File: src/rtl/adc_pd_pkg.sv
package adc_pd_pkg;
   typedef enum logic [1:0] {
      ST_PD   = 2'd0,
      ST_INIT = 2'd1,
      ST_RUN  = 2'd2
   } pd_state_e;
endpackage

File: src/rtl/adc_pin_sync.sv
module adc_pin_sync #(
   parameter int STAGES = 2
) (
   input  logic clk_i,
   input  logic pdn_n_i,
   input  logic lrck_i,
   output logic rst_n_o,
   output logic frame_edge_o
);
   // Power-down pin: clears at once, releases after STAGES clock edges.
   logic [STAGES-1:0] pd_q;
   logic [STAGES:0]   lr_q;

   generate
      if (STAGES == 1) begin : g_one
         always_ff @(posedge clk_i or negedge pdn_n_i) begin
            if (!pdn_n_i) pd_q <= '0;
            else          pd_q <= 1'b1;
         end
      end else begin : g_chain
         always_ff @(posedge clk_i or negedge pdn_n_i) begin
            if (!pdn_n_i) pd_q <= '0;
            else          pd_q <= {pd_q[STAGES-2:0], 1'b1};
         end
      end
   endgenerate

   // Frame clock: synchronizer stages plus one stage for edge detection.
   always_ff @(posedge clk_i or negedge pdn_n_i) begin
      if (!pdn_n_i) lr_q <= '0;
      else          lr_q <= {lr_q[STAGES-1:0], lrck_i};
   end

   assign rst_n_o      = pd_q[STAGES-1];
   assign frame_edge_o = lr_q[STAGES-1] & ~lr_q[STAGES];
endmodule

File: src/rtl/adc_frame_timer.sv
module adc_frame_timer
   import adc_pd_pkg::*;
#(
   parameter int INIT_FRAMES = 4128,
   parameter int CNT_W       = 13,
   parameter int WDOG_CYCLES = 64
) (
   input  logic             clk_i,
   input  logic             rst_n_i,
   input  logic             frame_edge_i,
   input  logic             mck_ok_i,
   output pd_state_e        state_o,
   output logic             live_o,
   output logic [CNT_W-1:0] cnt_o
);
   localparam int               WD_W    = $clog2(WDOG_CYCLES + 1);
   localparam logic [WD_W-1:0]  WD_MAX  = WD_W'(WDOG_CYCLES);
   localparam logic [CNT_W-1:0] CNT_END = CNT_W'(INIT_FRAMES);

   pd_state_e        st_q, st_d;
   logic [CNT_W-1:0] cnt_q, cnt_d;
   logic [WD_W-1:0]  wd_q;
   logic             timeout;

   // Master-clock cycles since the last frame edge, saturating.
   always_ff @(posedge clk_i or negedge rst_n_i) begin
      if (!rst_n_i)          wd_q <= '0;
      else if (frame_edge_i) wd_q <= '0;
      else if (wd_q != WD_MAX) wd_q <= wd_q + 1'b1;
   end

   assign timeout = (wd_q == WD_MAX);

   always_comb begin
      st_d  = st_q;
      cnt_d = cnt_q;
      unique case (st_q)
         ST_PD: begin
            cnt_d = '0;
            if (mck_ok_i && frame_edge_i) st_d = ST_INIT;
         end
         ST_INIT, ST_RUN: begin
            if (!mck_ok_i || timeout) begin
               st_d  = ST_PD;
               cnt_d = '0;
            end else if (st_q == ST_INIT && frame_edge_i) begin
               cnt_d = cnt_q + 1'b1;
               if (cnt_d == CNT_END) st_d = ST_RUN;
            end
         end
         default: begin
            st_d  = ST_PD;
            cnt_d = '0;
         end
      endcase
   end

   always_ff @(posedge clk_i or negedge rst_n_i) begin
      if (!rst_n_i) begin
         st_q  <= ST_PD;
         cnt_q <= '0;
      end else begin
         st_q  <= st_d;
         cnt_q <= cnt_d;
      end
   end

   assign state_o = st_q;
   assign live_o  = (st_d == ST_RUN);
   assign cnt_o   = cnt_q;
endmodule

File: src/rtl/adc_out_gate.sv
module adc_out_gate #(
   parameter int W   = 16,
   parameter int NCH = 2
) (
   input  logic                  clk_i,
   input  logic                  rst_n_i,
   input  logic                  live_i,
   input  logic                  load_i,
   input  logic [NCH-1:0][W-1:0] samp_i,
   output logic [NCH-1:0][W-1:0] samp_o
);
   // One register per channel; all share the same load and clear.
   generate
      for (genvar ch = 0; ch < NCH; ch++) begin : g_ch
         always_ff @(posedge clk_i or negedge rst_n_i) begin
            if (!rst_n_i)    samp_o[ch] <= '0;
            else if (!live_i) samp_o[ch] <= '0;
            else if (load_i)  samp_o[ch] <= samp_i[ch];
         end
      end
   endgenerate
endmodule

File: src/rtl/adc_pd_seq.sv
module adc_pd_seq
   import adc_pd_pkg::*;
#(
   parameter int SAMPLE_W    = 16,
   parameter int INIT_FRAMES = 4128,
   parameter int CNT_W       = 13,
   parameter int WDOG_CYCLES = 64,
   parameter int SYNC_STAGES = 2
) (
   input  logic                clk_i,
   input  logic                pdn_n_i,
   input  logic                lrck_i,
   input  logic                mck_ok_i,
   input  logic [SAMPLE_W-1:0] left_i,
   input  logic [SAMPLE_W-1:0] right_i,
   output logic [SAMPLE_W-1:0] left_o,
   output logic [SAMPLE_W-1:0] right_o,
   output logic                flt_rst_o,
   output logic                run_o
);
   localparam int NCH = 2;

   generate
      if (INIT_FRAMES < 2 || INIT_FRAMES >= (1 << CNT_W)) begin : g_bad_cnt
         $error("INIT_FRAMES must fit in CNT_W bits and be at least 2");
      end
      if (SYNC_STAGES < 1) begin : g_bad_sync
         $error("SYNC_STAGES must be at least 1");
      end
      if (WDOG_CYCLES < 4) begin : g_bad_wdog
         $error("WDOG_CYCLES must be at least 4");
      end
   endgenerate

   logic                          rst_n;
   logic                          frame_edge;
   logic                          live;
   pd_state_e                     st_q;
   logic [CNT_W-1:0]              cnt_q;
   logic [NCH-1:0][SAMPLE_W-1:0]  samp_in, samp_out;

   adc_pin_sync #(.STAGES(SYNC_STAGES)) u_sync (
      .clk_i        (clk_i),
      .pdn_n_i      (pdn_n_i),
      .lrck_i       (lrck_i),
      .rst_n_o      (rst_n),
      .frame_edge_o (frame_edge)
   );

   adc_frame_timer #(
      .INIT_FRAMES (INIT_FRAMES),
      .CNT_W       (CNT_W),
      .WDOG_CYCLES (WDOG_CYCLES)
   ) u_timer (
      .clk_i        (clk_i),
      .rst_n_i      (rst_n),
      .frame_edge_i (frame_edge),
      .mck_ok_i     (mck_ok_i),
      .state_o      (st_q),
      .live_o       (live),
      .cnt_o        (cnt_q)
   );

   assign samp_in = {left_i, right_i};

   adc_out_gate #(.W(SAMPLE_W), .NCH(NCH)) u_gate (
      .clk_i   (clk_i),
      .rst_n_i (rst_n),
      .live_i  (live),
      .load_i  (frame_edge),
      .samp_i  (samp_in),
      .samp_o  (samp_out)
   );

   assign left_o    = samp_out[1];
   assign right_o   = samp_out[0];
   assign flt_rst_o = (st_q == ST_PD);
   assign run_o     = (st_q == ST_RUN);
endmodule

File: config.mk
export PLATFORM = sky130hd
export DESIGN_NAME = adc_pd_seq
export DESIGN_NICKNAME = d
export VERILOG_FILES = /design/src/rtl/adc_pd_pkg.sv /design/src/rtl/adc_pin_sync.sv /design/src/rtl/adc_frame_timer.sv /design/src/rtl/adc_out_gate.sv /design/src/rtl/adc_pd_seq.sv
export SDC_FILE = /design/constraint.sdc
export NUM_CORES = 1
export LEC_CHECK = 0
export ABC_AREA = 0
export BUFFER_PORTS_ARGS = -buffer_cell sky130_fd_sc_hd__buf_2
export CAP_MARGIN = 20
export CORE_MARGIN = 2
export CORE_UTILIZATION = 38
export CTS_CLUSTER_DIAMETER = 30
export DETAILED_ROUTE_END_ITERATION = 7
export GPL_TIMING_DRIVEN = 0
export PLACE_DENSITY = 0.63
export SYNTH_ARGS = -nofsm -noshare
export SYNTH_HDL_FRONTEND = slang
export SYNTH_SLANG_ARGS = --single-unit
File: constraint.sdc
create_clock -name clk_i -period 1.7 [get_ports clk_i]
set_input_delay 0.17 -clock clk_i [delete_from_list [all_inputs] [get_ports clk_i]]
set_output_delay 0.17 -clock clk_i [all_outputs]
set_load 0.005 [all_outputs]
### After elaboration in Yosys (flattened, before gate mapping)

Index checks and enable logic that the tools add are counted.
Widths: inputs -> output; s select.

| cells by class | value |
|---|---|
| muxes and demuxes | 14 |
| equal/unequal tests | 8 |
| reduce and logical (&&, ||, !) cells | 7 |
| div/mod/pow operators | 0 |
| shifts and indexed selects | 0 |
| add/sub/neg operators | 2 |
| $lt $le $gt $ge | 0 |
| bitwise gates (word level) | 2 |
| multiply operators | 0 |

Operators by type and width:

| cell | number |
|---|---|
| $mux 16 | 4 |
| $mux 13 | 3 |
| $mux 7 | 2 |
| $add 13x1->13 const B | 1 |
| $eq 13x13->1 const B | 1 |
| $mux 2 | 4 |
| $add 7x1->7 const B | 1 |
| $eq 7x7->1 const B | 1 |
| $ne 7x7->1 const B | 1 |
| $eq 2x2->1 const B | 2 |
| $pmux 2 s2 | 1 |
| $ne 3x1->1 const B | 1 |
| $eq 2x1->1 const B | 1 |
| $logic_and 1x1->1 | 2 |
| $logic_not 2->1 | 1 |
| $ne 2x2->1 const B | 1 |
| $reduce_bool 2->1 | 1 |
| $reduce_or 2->1 | 1 |
| $and 1x1->1 | 1 |
| $logic_not 1->1 | 1 |
| $logic_or 1x1->1 | 1 |
| $not 1->1 | 1 |

| word-level totals | value |
|---|---|
| word-level logic and storage cells | 40 |
| memories kept | 0 |
| bits of input ports | 36 |
| register bits after elaboration | 59 |
| output and inout bits | 34 |
| bits in read-only memories | 0 |
| bits in writable memories | 0 |
| latch bits | 0 |

### Longest topological paths before layout

Gate-level depths: netlist of the first run.

| logic depth | value |
|---|---|
| word-level depth | 8 |
| mapped depth | 9 |
| depth with buffers taken out | 8 |

### By module

From an unflattened synthesis of the first run, not the netlist that was laid out.

| unflattened totals | value |
|---|---|
| cell total of the unflattened synthesis | 260 |
| area, all modules | 2,867.8 µm² |

Modules (own cells, without submodules):

| module | instances | area an instance (µm²) | seq. area each (µm²) | cells an instance |
|---|---|---|---|---|
| adc_out_gate | 1 | 1,403.8 | 800.8 | 103 |
| adc_frame_timer | 1 | 1,303.8 | 550.5 | 148 |
| adc_pin_sync | 1 | 142.6 | 125.1 | 7 |
| adc_pd_seq | 1 | 17.5 | 0.0 | 2 |

### Worst setup path before layout of the first run

OpenSTA, ideal clock, no wires.

| timing | value |
|---|---|
| path kind | register to register |
| from | reg u_timer.cnt_q[0] (netlist: u_timer.cnt_o[0]) |
| to | reg u_gate.samp_o[2] (netlist name) |
| arrival time | 1.910 ns |
| stages on the path, launching flop included | 9 |
| buffers on the path | 1 |
| data required time | 1.620 ns |
| setup time | 0.080 ns |
| path slack | -0.290 ns |
| clock period less this slack | 1.990 ns |
| cell sequence | dfrtp_1 -> ha_1 -> nand2_1 -> xnor2_1 -> a31oi_1 -> a2111oi_4 -> a21oi_2 -> buf_4 -> nor3_2 |

| on the way | value |
|---|---|
| word-level cells in the longest chain between the ends | 8 |
| elaborated cells on any way between the ends | 9 |
| those cells by class | add/sub (1); eq/ne (3); mux (5) |

RTL lines:

| element | RTL line | RTL |
|---|---|---|
| start, declared | adc_frame_timer.sv:21 | `logic [CNT_W-1:0] cnt_q, cnt_d;` |
| start signal, assigned | adc_frame_timer.sv:64 | `cnt_q <= cnt_d;` |
| $add 13x1->13 (*) | adc_frame_timer.sv:47 | `cnt_d = cnt_q + 1'b1;` |
| $eq 13x13->1 (*) | adc_frame_timer.sv:48 | `if (cnt_d == CNT_END) st_d = ST_RUN;` |
| $mux 2 (*) | adc_frame_timer.sv:48 |  |
| $mux 2 (*) | adc_frame_timer.sv:46 | `end else if (st_q == ST_INIT && frame_edge_i) begin` |
| $mux 2 (*) | adc_frame_timer.sv:43 | `if (!mck_ok_i \|\| timeout) begin` |
| $pmux 2 s2 (*) | adc_frame_timer.sv:37 | `unique case (st_q)` |
| $eq 2x2->1 (*) | adc_frame_timer.sv:69 | `assign live_o = (st_d == ST_RUN);` |
| $ne 2x2->1 (no source line) / $mux 16 (equally long branches) | - |  |
| end signal, assigned by index | adc_out_gate.sv:18 | `else if (load_i) samp_o[ch] <= samp_i[ch];` |
| end, declared | adc_out_gate.sv:10 | `output logic [NCH-1:0][W-1:0] samp_o` |

Mark *: on every way between the ends. The rest lies on a longest branch, timed or not.
A chain may end at the register's enable or synchronous reset.

### Worst setup path in the final report of the first run

| timing | value |
|---|---|
| from | reg u_timer.cnt_q[1] (netlist: u_timer.cnt_o[1]) |
| to | reg u_gate.samp_o[19] (netlist name) |

The elaborated chain is that of the path after synthesis.

==> metrics, run 1 <==
commonest non-fill, non-tap cell in the layout=buf_2; worst-path maximum fanout=10; RSZ-0062 raised after global routing=true; number of global-route vias before repair=2327; status=complete, but fails checks; crit-path cells=ha_4, nand2_4, xnor2_2, a31oi_2, a2111oi_4, buf_4, a21oi_4, buf_6, nor3_2; delay-heaviest family, CP=compound AO/OA/AOI/OAI gates; GRT Residual Overflow=0; Core Rows=32; Yosys warnings=0; storage element area=0.001488 mm^2; initial DRC count=73; Mapped Cells=262; Seq cells post-synth=59; Routed WL=6.559 mm; clk_lat worst skew=330 ps; main combinational cell family by area after synthesis=simple AND/OR/NAND/NOR gates; pin count of the biggest net entering global routing=35; clock transition at the registers of the reported paths=70 ps; H-tree level count=3; wire per inst=14.26 um; leakage power=1.933 nW; area grow syn2layout=35.13%; Multi-input gate area=0.001567 mm^2; die height=92.53 um; ys async rst share=1.000; pins over their slew limit=0; Residual DRC=0; clock buffer depth=2; Tmin final=2148 ps; worst slew pin tran=730.5 ps; Inst Count DP=434; Die W=92.53 um; Final Hold Fails=0; post-synthesis net count=305; Synth Area in Adders=0.02941; detail-routed via count per cell=4.907; fill count=678; die area=0.008561 mm^2; CTS tree=done; first-pass GRT wire length=11.23 mm; core area=0.007647 mm^2; clock root cell=clkbuf_8; mapped cell area=0.002978 mm^2; Final setup viols=39; failing checks=negative setup slack; Synth Area in Compound Gates=0.04958; worst path bufs/invs=2; Tot Pwr=3.751 mW; number of synthesized flops with an enable pin=0; Max Cap Viol=0; WS Path Type=reg -> reg; placed inst area=0.003516 mm^2; GRT Overall Usage=0.1639; worst hold path class=in -> reg; Setup TNS Final=-14970 ps; mean post-synth cell area=11.37 um^2; fin crit share=1.264; Power Dens Cells=932.1 mW/mm^2; relative slew slack=0.5130; type of origin of the critical path=flop; final instance area=0.004024 mm^2; Max Freq=0.4655 GHz; diode count=0; Pre-antenna DRT Iters=4; simple-gate share of the synthesized area=0.2181; dpl hpwl=4.273 mm; port bufs=69; Arrival @ worst endpoint=2360 ps; clock sinks=59; Top FF cell, synth=dfrtp_1; fraction of layout cells with a size suffix above 1=0.4888; clock skew=8.019 ps; Crit path largest cell delay=460 ps; CP endpoint kind=flop; most frequent cells in the layout=buf_2 (69), dfrtp_1 (50), nor3_2 (33); Worst VDD drop=0.0004154 V; Final Worst Setup Slack=-448.1 ps; post-synthesis mux area share=0.1113; CTS buffer count=9; initial antenna violation count=0; post-synth cell types=37; Starting Density=0.3894; dpl ws=-572.1 ps; critical path data required time=1910 ps; I/O Pins=70; GP Congestion=0.8012; Routed Antenna Nets=0; via count=2257; Total Nets Final=396; slowest stage cell, crit path=dfrtp_2; xor and xnor area share after synthesis=0.05882; sequential element share of the synthesized area=0.4958; Final Non-Filler Cells=460
## cell families after synthesis
group / after synthesis
compound gates: 18
xor+xnor: 20
fa+ha+maj: 7
buf+inv: 22
flops: 59
mux: 33
other cells: 1
simple gates: 102
## tightest hold or removal path: cells and delay by family
family	cells	cell delay, ps
mux	1	140
simple gates	1	60
buf+inv	1	90
## area by class of cell
| class | instances | area share |
|---|---|---|
| multi-input cells | 181 | 0.3893 |
| flip-flops and latches | 59 | 0.3697 |
| repair buffers | 82 | 0.1216 |
| clock buffers | 11 | 0.03265 |
| well taps | 102 | 0.03172 |
| plain buffers | 13 | 0.02923 |
| clock inverters | 5 | 0.01928 |
| inverters | 7 | 0.006530 |
## sequential cells by signal, summed over array words and instances (netlist names)
name / cells
u_gate.samp_o: 32
u_sync.lr_q: 3
u_sync.pd_q: 2
u_timer.cnt_o: 13
u_timer.state_o: 2
u_timer.wd_q: 7
## layer usage
layer  GRT usage  share of wire  up-vias
met4     0.05970          0.014        0
met2      0.2591           0.47       50
met1      0.2226           0.47     1106
met3     0.03417          0.043        9
li1            -              -     1092
met5           0              0        -
## cell usage after synthesis (2+ instances only)
library cell / n / area (um^2)
dfrtp_1: 59 / 1476
mux2i_1: 32 / 320.3
nor3_2: 30 / 300.3
nor2_1: 28 / 105.1
nand2_1: 12 / 45.04
xor2_1: 12 / 105.1
nand3_1: 9 / 45.04
clkbuf_1: 8 / 30.03
xnor2_1: 8 / 70.07
ha_1: 7 / 87.58
inv_1: 7 / 26.28
nor3_1: 7 / 35.03
buf_4: 6 / 45.04
a21oi_1: 4 / 20.02
a31oi_1: 3 / 18.77
and4_1: 3 / 26.28
a211oi_1: 2 / 15.01
a21oi_2: 2 / 17.52
and3_1: 2 / 12.51
nand4_1: 2 / 12.51
nor2b_1: 2 / 12.51
or3_1: 2 / 12.51
## through the flow
step | hold slack, ps | utilization
detailed placement | -10.40 | 0.4598
global placement | -11.64 | 0.4570
finish | 174.0 | 0.5262
CTS | 146.2 | 0.5115
floorplan | -125.6 | -
global route | 177.1 | 0.5262
## repair_timing
| item | CTS | global route |
|---|---|---|
| gates cloned | 0 | 1 |
| setup endpoints to repair | 45 | 41 |
| hold endpoints to repair | 6 | 0 |
| hold buffers | 2 | 0 |
| gates resized for setup | 35 | 16 |
| pin swaps | 7 | 2 |
| setup buffers | 7 | 2 |
## power by group
group	internal, mW	switching, mW
sequential	1.46	0.0651
clock	0.821	0.538
combinational	0.382	0.488
## path summary, 6_finish.rpt
path | start | cells after the start | slack, ps | endpoint
setup reg to reg | u_timer.cnt_o[1]$_DFFE_PN0P_ | 9 | -450 | u_gate.samp_o[19]$_DFFE_PN0P_
hold / removal | left_i[10] | 3 | 170 | u_gate.samp_o[26]$_DFFE_PN0P_
hold reg to reg | u_sync.pd_q[1]$_DFF_PN0_ | 0 | 250 | u_timer.state_o[1]$_DFF_PN0_
min in group asynchronous | pdn_n_i | 2 | 180 | u_sync.pd_q[0]$_DFF_PN0_
max in group asynchronous | u_sync.pd_q[1]$_DFF_PN0_ | 1 | 880 | u_timer.cnt_o[6]$_DFFE_PN0P_
setup / recovery | u_timer.cnt_o[1]$_DFFE_PN0P_ | 9 | -450 | u_gate.samp_o[19]$_DFFE_PN0P_
No activity file was read; power rests on OpenSTA's default activity.
==> run 2, diff against run 1 <==
Settings changed: CAP_MARGIN 20 to default, SKIP_CTS_REPAIR_TIMING from default to 1.
==> metrics, run 2 (synthesis gave the netlist of run 1 again) <==
CTS tree=done; Die W=92.53 um (unchanged); clock transition at the registers of the reported paths=70 ps (about the same); fraction of layout cells with a size suffix above 1=0.4891 (about the same); clock sinks=59 (unchanged); commonest non-fill, non-tap cell in the layout=buf_2; r2r worst-path depth=10 (+1); Routed Antenna Nets=0 (unchanged); type of origin of the critical path=flop; pin count of the biggest net entering global routing=35 (unchanged); GP Congestion=0.8012 (unchanged); GRT Residual Overflow=0 (unchanged); number of global-route vias before repair=2238 (-3.8%); fill count=679 (+0.15%); failing checks=negative setup slack; RSZ-0062 raised after global routing=true; clk_lat worst skew=330 ps (about the same); Worst Hold Depth=3 (unchanged); critical path data required time=1910 ps (about the same); diode count=0 (unchanged); clock root cell=clkbuf_8; WS Path Type=reg -> reg; relative slew slack=0.5088 (-0.004244); dpl hpwl=4.273 mm (unchanged); Crit path largest cell delay=480 ps (+20 ps); Arrival @ worst endpoint=2430 ps (+70 ps); CP endpoint kind=flop; Routed WL=6.895 mm (+5.1%); initial antenna violation count=0 (unchanged); Final Hold Fails=0 (unchanged); Total Nets Final=404 (+2.0%); via count=2291 (+1.5%); Util after Layout=0.5445 (+0.01832); Inst Count DP=434 (unchanged); H-tree level count=3 (unchanged); Pre-antenna DRT Iters=4 (unchanged); Crit path top cell by count=buf_4; die height=92.53 um (unchanged); CTS buffer count=9 (unchanged); GRT Overall Usage=0.1543 (-0.009552); worst slew pin tran=736.9 ps (+6.366 ps); wire per inst=14.73 um (+3.3%); Residual DRC=0 (unchanged); Core Rows=32 (unchanged); Tmin final=2217 ps (+68.60 ps); port bufs=69 (unchanged); area grow syn2layout=39.83%; most frequent cells in the layout=buf_2 (69), dfrtp_1 (49), nor3_2 (33); leakage power=1.972 nW (+2.0%); die area=0.008561 mm^2 (unchanged); slowest stage cell, crit path=dfrtp_2; first-pass GRT wire length=10.62 mm (-5.5%); fin crit share=1.304 (+0.04036); I/O Pins=70 (unchanged); initial DRC count=114 (+56%); Final Non-Filler Cells=468 (+1.7%); Final setup viols=45 (+15%); Final Worst Setup Slack=-516.7 ps (-68.61 ps); clock skew=7.019 ps (-0.9997 ps); Worst VDD drop=0.0004129 V (-0.59%); pins over their slew limit=0 (unchanged); worst hold path class=in -> reg; worst-path maximum fanout=10 (unchanged); Largest register FFs=32 (unchanged); core area=0.007647 mm^2 (unchanged); crit-path cells=ha_4, nand2_8, xor2_1, a31oi_2, a2111oi_4, buf_4, buf_4, a21oi_4, buf_8, nor3_2; Starting Density=0.3894 (unchanged); Max Freq=0.4511 GHz (-3.1%); Biggest register=u_gate.samp_o; clock buffer depth=2 (unchanged); status=complete, but fails checks; Power Dens Cells=889.3 mW/mm^2 (-4.6%); Max Cap Viol=0 (unchanged); detail-routed via count per cell=4.895 (-0.23%)
[run 2: report_power, final]
group          leakage [nW]  internal, mW  switching [mW]
Combinational          1.08         0.343           0.469
Sequential            0.791          1.46          0.0719
Clock                 0.103         0.821           0.543
[run 2: worst paths after layout]
check	from	to	slack, ps
setup reg to reg	u_timer.cnt_o[0]$_DFFE_PN0P_	u_gate.samp_o[25]$_DFFE_PN0P_	-520
hold / removal	right_i[1]	u_gate.samp_o[1]$_DFFE_PN0P_	150
min in group asynchronous	pdn_n_i	u_sync.pd_q[0]$_DFF_PN0_	180
hold reg to reg	u_sync.pd_q[1]$_DFF_PN0_	u_timer.state_o[1]$_DFF_PN0_	250
max in group asynchronous	u_sync.pd_q[1]$_DFF_PN0_	u_timer.cnt_o[3]$_DFFE_PN0P_	870
setup / recovery	u_timer.cnt_o[0]$_DFFE_PN0P_	u_gate.samp_o[25]$_DFFE_PN0P_	-520
[run 2: metal layers]
metal  track usage  part of all wire  routed length [um]  vias up
met1        0.2128              0.46                3189     1120
met3       0.03417             0.043                 295       13
li1              -                 -                   -     1106
met5             0                 0                   0        -
met2        0.2372              0.47                3242       52
met4       0.05970             0.024                 167        0
[run 2: per-stage QoR]
step	setup slack (ps)	hold WS, ps	total power [mW]	setup TNS (ps)	instance area, um^2
2_1_floorplan	-234.7	-125.6	2.024	-7495	3022
3_3_place_gp	-728.8	-11.64	2.196	-58650	3495
3_5_place_dp	-572.1	-10.40	2.220	-19650	3516
4_1_cts	-597.6	-374.3	3.590	-20690	3725
5_1_grt	-609.3	173.1	3.882	-22440	4164
6_report	-516.7	147.6	3.703	-17760	4164
[run 2: area by class of cell]
class | count | area [um^2] | area share
flip-flops and latches | 59 | 1489 | 0.3576
clock buffers | 11 | 131.4 | 0.03155
clock inverters | 5 | 77.57 | 0.01863
well taps | 102 | 127.6 | 0.03065
inverters | 7 | 31.28 | 0.007512
plain buffers | 13 | 126.4 | 0.03035
repair buffers | 90 | 596.8 | 0.1433
multi-input cells | 181 | 1584 | 0.3804
[run 2: critical path, delay by kind of cell (launching register included)]
| kind | cells | cell delay (ps) |
|---|---|---|
| compound gates | 3 | 640 |
| fa+ha+maj | 1 | 200 |
| simple gates | 2 | 120 |
| flops | 1 | 480 |
| buf+inv | 3 | 490 |
| xor+xnor | 1 | 170 |
==> run 3, diff against run 2 <==
Settings changed: CORE_MARGIN 2 to default, PLACE_DENSITY 0.63 to default.
==> metrics, run 3 (synthesis gave the netlist of run 1 again) <==
fill count=668 (-1.6%); Setup TNS Final=-15760 ps (+2002 ps); dpl ws=-579.2 ps (-7.091 ps); Fin Hold WS=151.4 ps (+3.774 ps); GRT Residual Overflow=0 (unchanged); Tot Pwr=3.547 mW (-4.2%); Routed Antenna Nets=0 (unchanged); Max Freq=0.4641 GHz (+2.9%); status=complete, but fails checks; worst hold path class=in -> reg; CTS buffer count=9 (unchanged); Starting Density=0.4020 (+0.01256); WS Path Type=reg -> reg; Core Rows=31 (-3.1%); detail-routed via count per cell=4.850 (-0.92%); I/O Pins=70 (unchanged); core area=0.007408 mm^2 (-3.1%); CP endpoint kind=flop; Largest register FFs=32 (unchanged); Final Worst Setup Slack=-454.6 ps (+62.12 ps); Final setup viols=41 (-8.9%); type of origin of the critical path=flop; clock transition at the registers of the reported paths=60 ps (about the same); Total Nets Final=401 (-0.74%); GRT Overall Usage=0.1540 (-0.0003709); number of global-route vias before repair=2159 (-3.5%); Residual DRC=0 (unchanged); critical path data required time=1950 ps (+40 ps); Arrival @ worst endpoint=2400 ps (-30 ps); CTS tree=done; Die W=90.53 um (-2.2%); H-tree level count=3 (unchanged); Tmin final=2155 ps (-62.12 ps); fin crit share=1.267 (-0.03654); most frequent cells in the layout=buf_2 (69), dfrtp_1 (53), mux2i_1 (32); relative slew slack=0.5044 (-0.004360); first-pass GRT wire length=10.07 mm (-5.1%); worst-path maximum fanout=10 (unchanged); clock buffer depth=2 (unchanged); Pre-antenna DRT Iters=4 (unchanged); wire per inst=13.71 um (-6.9%); Routed WL=6.322 mm (-8.3%); initial DRC count=77 (-32%); Biggest register=u_gate.samp_o; Final Non-Filler Cells=461 (-1.5%); dpl hpwl=4.136 mm (-3.2%); clk_lat worst skew=330 ps (about the same); pin count of the biggest net entering global routing=40 (+14%); Power Dens Cells=876.1 mW/mm^2 (-1.5%); Max Cap Viol=0 (unchanged); placed inst area=0.003512 mm^2 (-0.11%); area grow syn2layout=35.97%; worst slew pin tran=743.4 ps (+6.540 ps); clock root cell=clkbuf_8; Util after Layout=0.5465 (+0.002026); failing checks=negative setup slack; fraction of layout cells with a size suffix above 1=0.4696 (-0.01946); initial antenna violation count=0 (unchanged); RSZ-0062 raised after global routing=true; pins over their slew limit=0 (unchanged); die area=0.008195 mm^2 (-4.3%); clock sinks=59 (unchanged); die height=90.53 um (-2.2%); GP Congestion=0.7762 (-3.1%); clock skew=7.463 ps (+0.4434 ps); port bufs=69 (unchanged); Final Hold Fails=0 (unchanged); final instance area=0.004049 mm^2 (-2.8%); via count=2236 (-2.4%); diode count=0 (unchanged); Inst Count DP=431 (-0.69%); Worst VDD drop=0.0004770 V (+16%); leakage power=1.979 nW (+0.38%); commonest non-fill, non-tap cell in the layout=buf_2
==> run 3: routing by layer <==
| layer | vias up | GRT usage | part of all wire |
|---|---|---|---|
| met1 | 1079 | 0.2088 | 0.46 |
| li1 | 1103 | - | - |
| met2 | 47 | 0.2336 | 0.49 |
| met4 | 0 | 0.07258 | 0.013 |
| met5 | - | 0 | 0 |
| met3 | 7 | 0.03367 | 0.037 |
==> run 3: layout make-up <==
class                      count  area (um^2)  area share
clock inverter                 2        12.51    0.003090
inverter                       7        26.28    0.006489
clock buffer                  13        158.9     0.03925
sequential                    59         1484      0.3665
tap                           99        123.9     0.03059
buffer                        13        131.4     0.03245
multi-input combinational    181         1584      0.3912
timing repair buffer          87        528.0      0.1304
==> run 3: worst max-delay path, cell delays in order, from the launching register on <==
cell       delay, ps
dfrtp_2          470
a2111oi_1        530
o221ai_2         210
a2111oi_4        200
buf_4            190
a21oi_4           60
buf_12           150
buf_8            150
nor3_2           110
==> run 3: worst paths after layout <==
check	start	to	slack, ps	cells after the start
min in group asynchronous	pdn_n_i	u_sync.lr_q[0]$_DFF_PN0_	180	2
worst max-delay path	u_timer.cnt_o[0]$_DFFE_PN0P_	u_gate.samp_o[18]$_DFFE_PN0P_	-450	8
worst max register to register	u_timer.cnt_o[0]$_DFFE_PN0P_	u_gate.samp_o[18]$_DFFE_PN0P_	-450	8
max in group asynchronous	u_sync.pd_q[1]$_DFF_PN0_	u_timer.cnt_o[6]$_DFFE_PN0P_	960	1
worst min-delay path	right_i[0]	u_gate.samp_o[0]$_DFFE_PN0P_	150	3
worst min register to register	u_sync.pd_q[1]$_DFF_PN0_	u_timer.wd_q[1]$_DFFE_PN0P_	190	0
==> run 3: power breakdown <==
group	internal, mW	leakage (nW)	switching, mW
Sequential	1.46	0.797	0.0588
Clock	0.599	0.0855	0.527
Combinational	0.408	1.10	0.499
Total	2.46	1.98	1.08
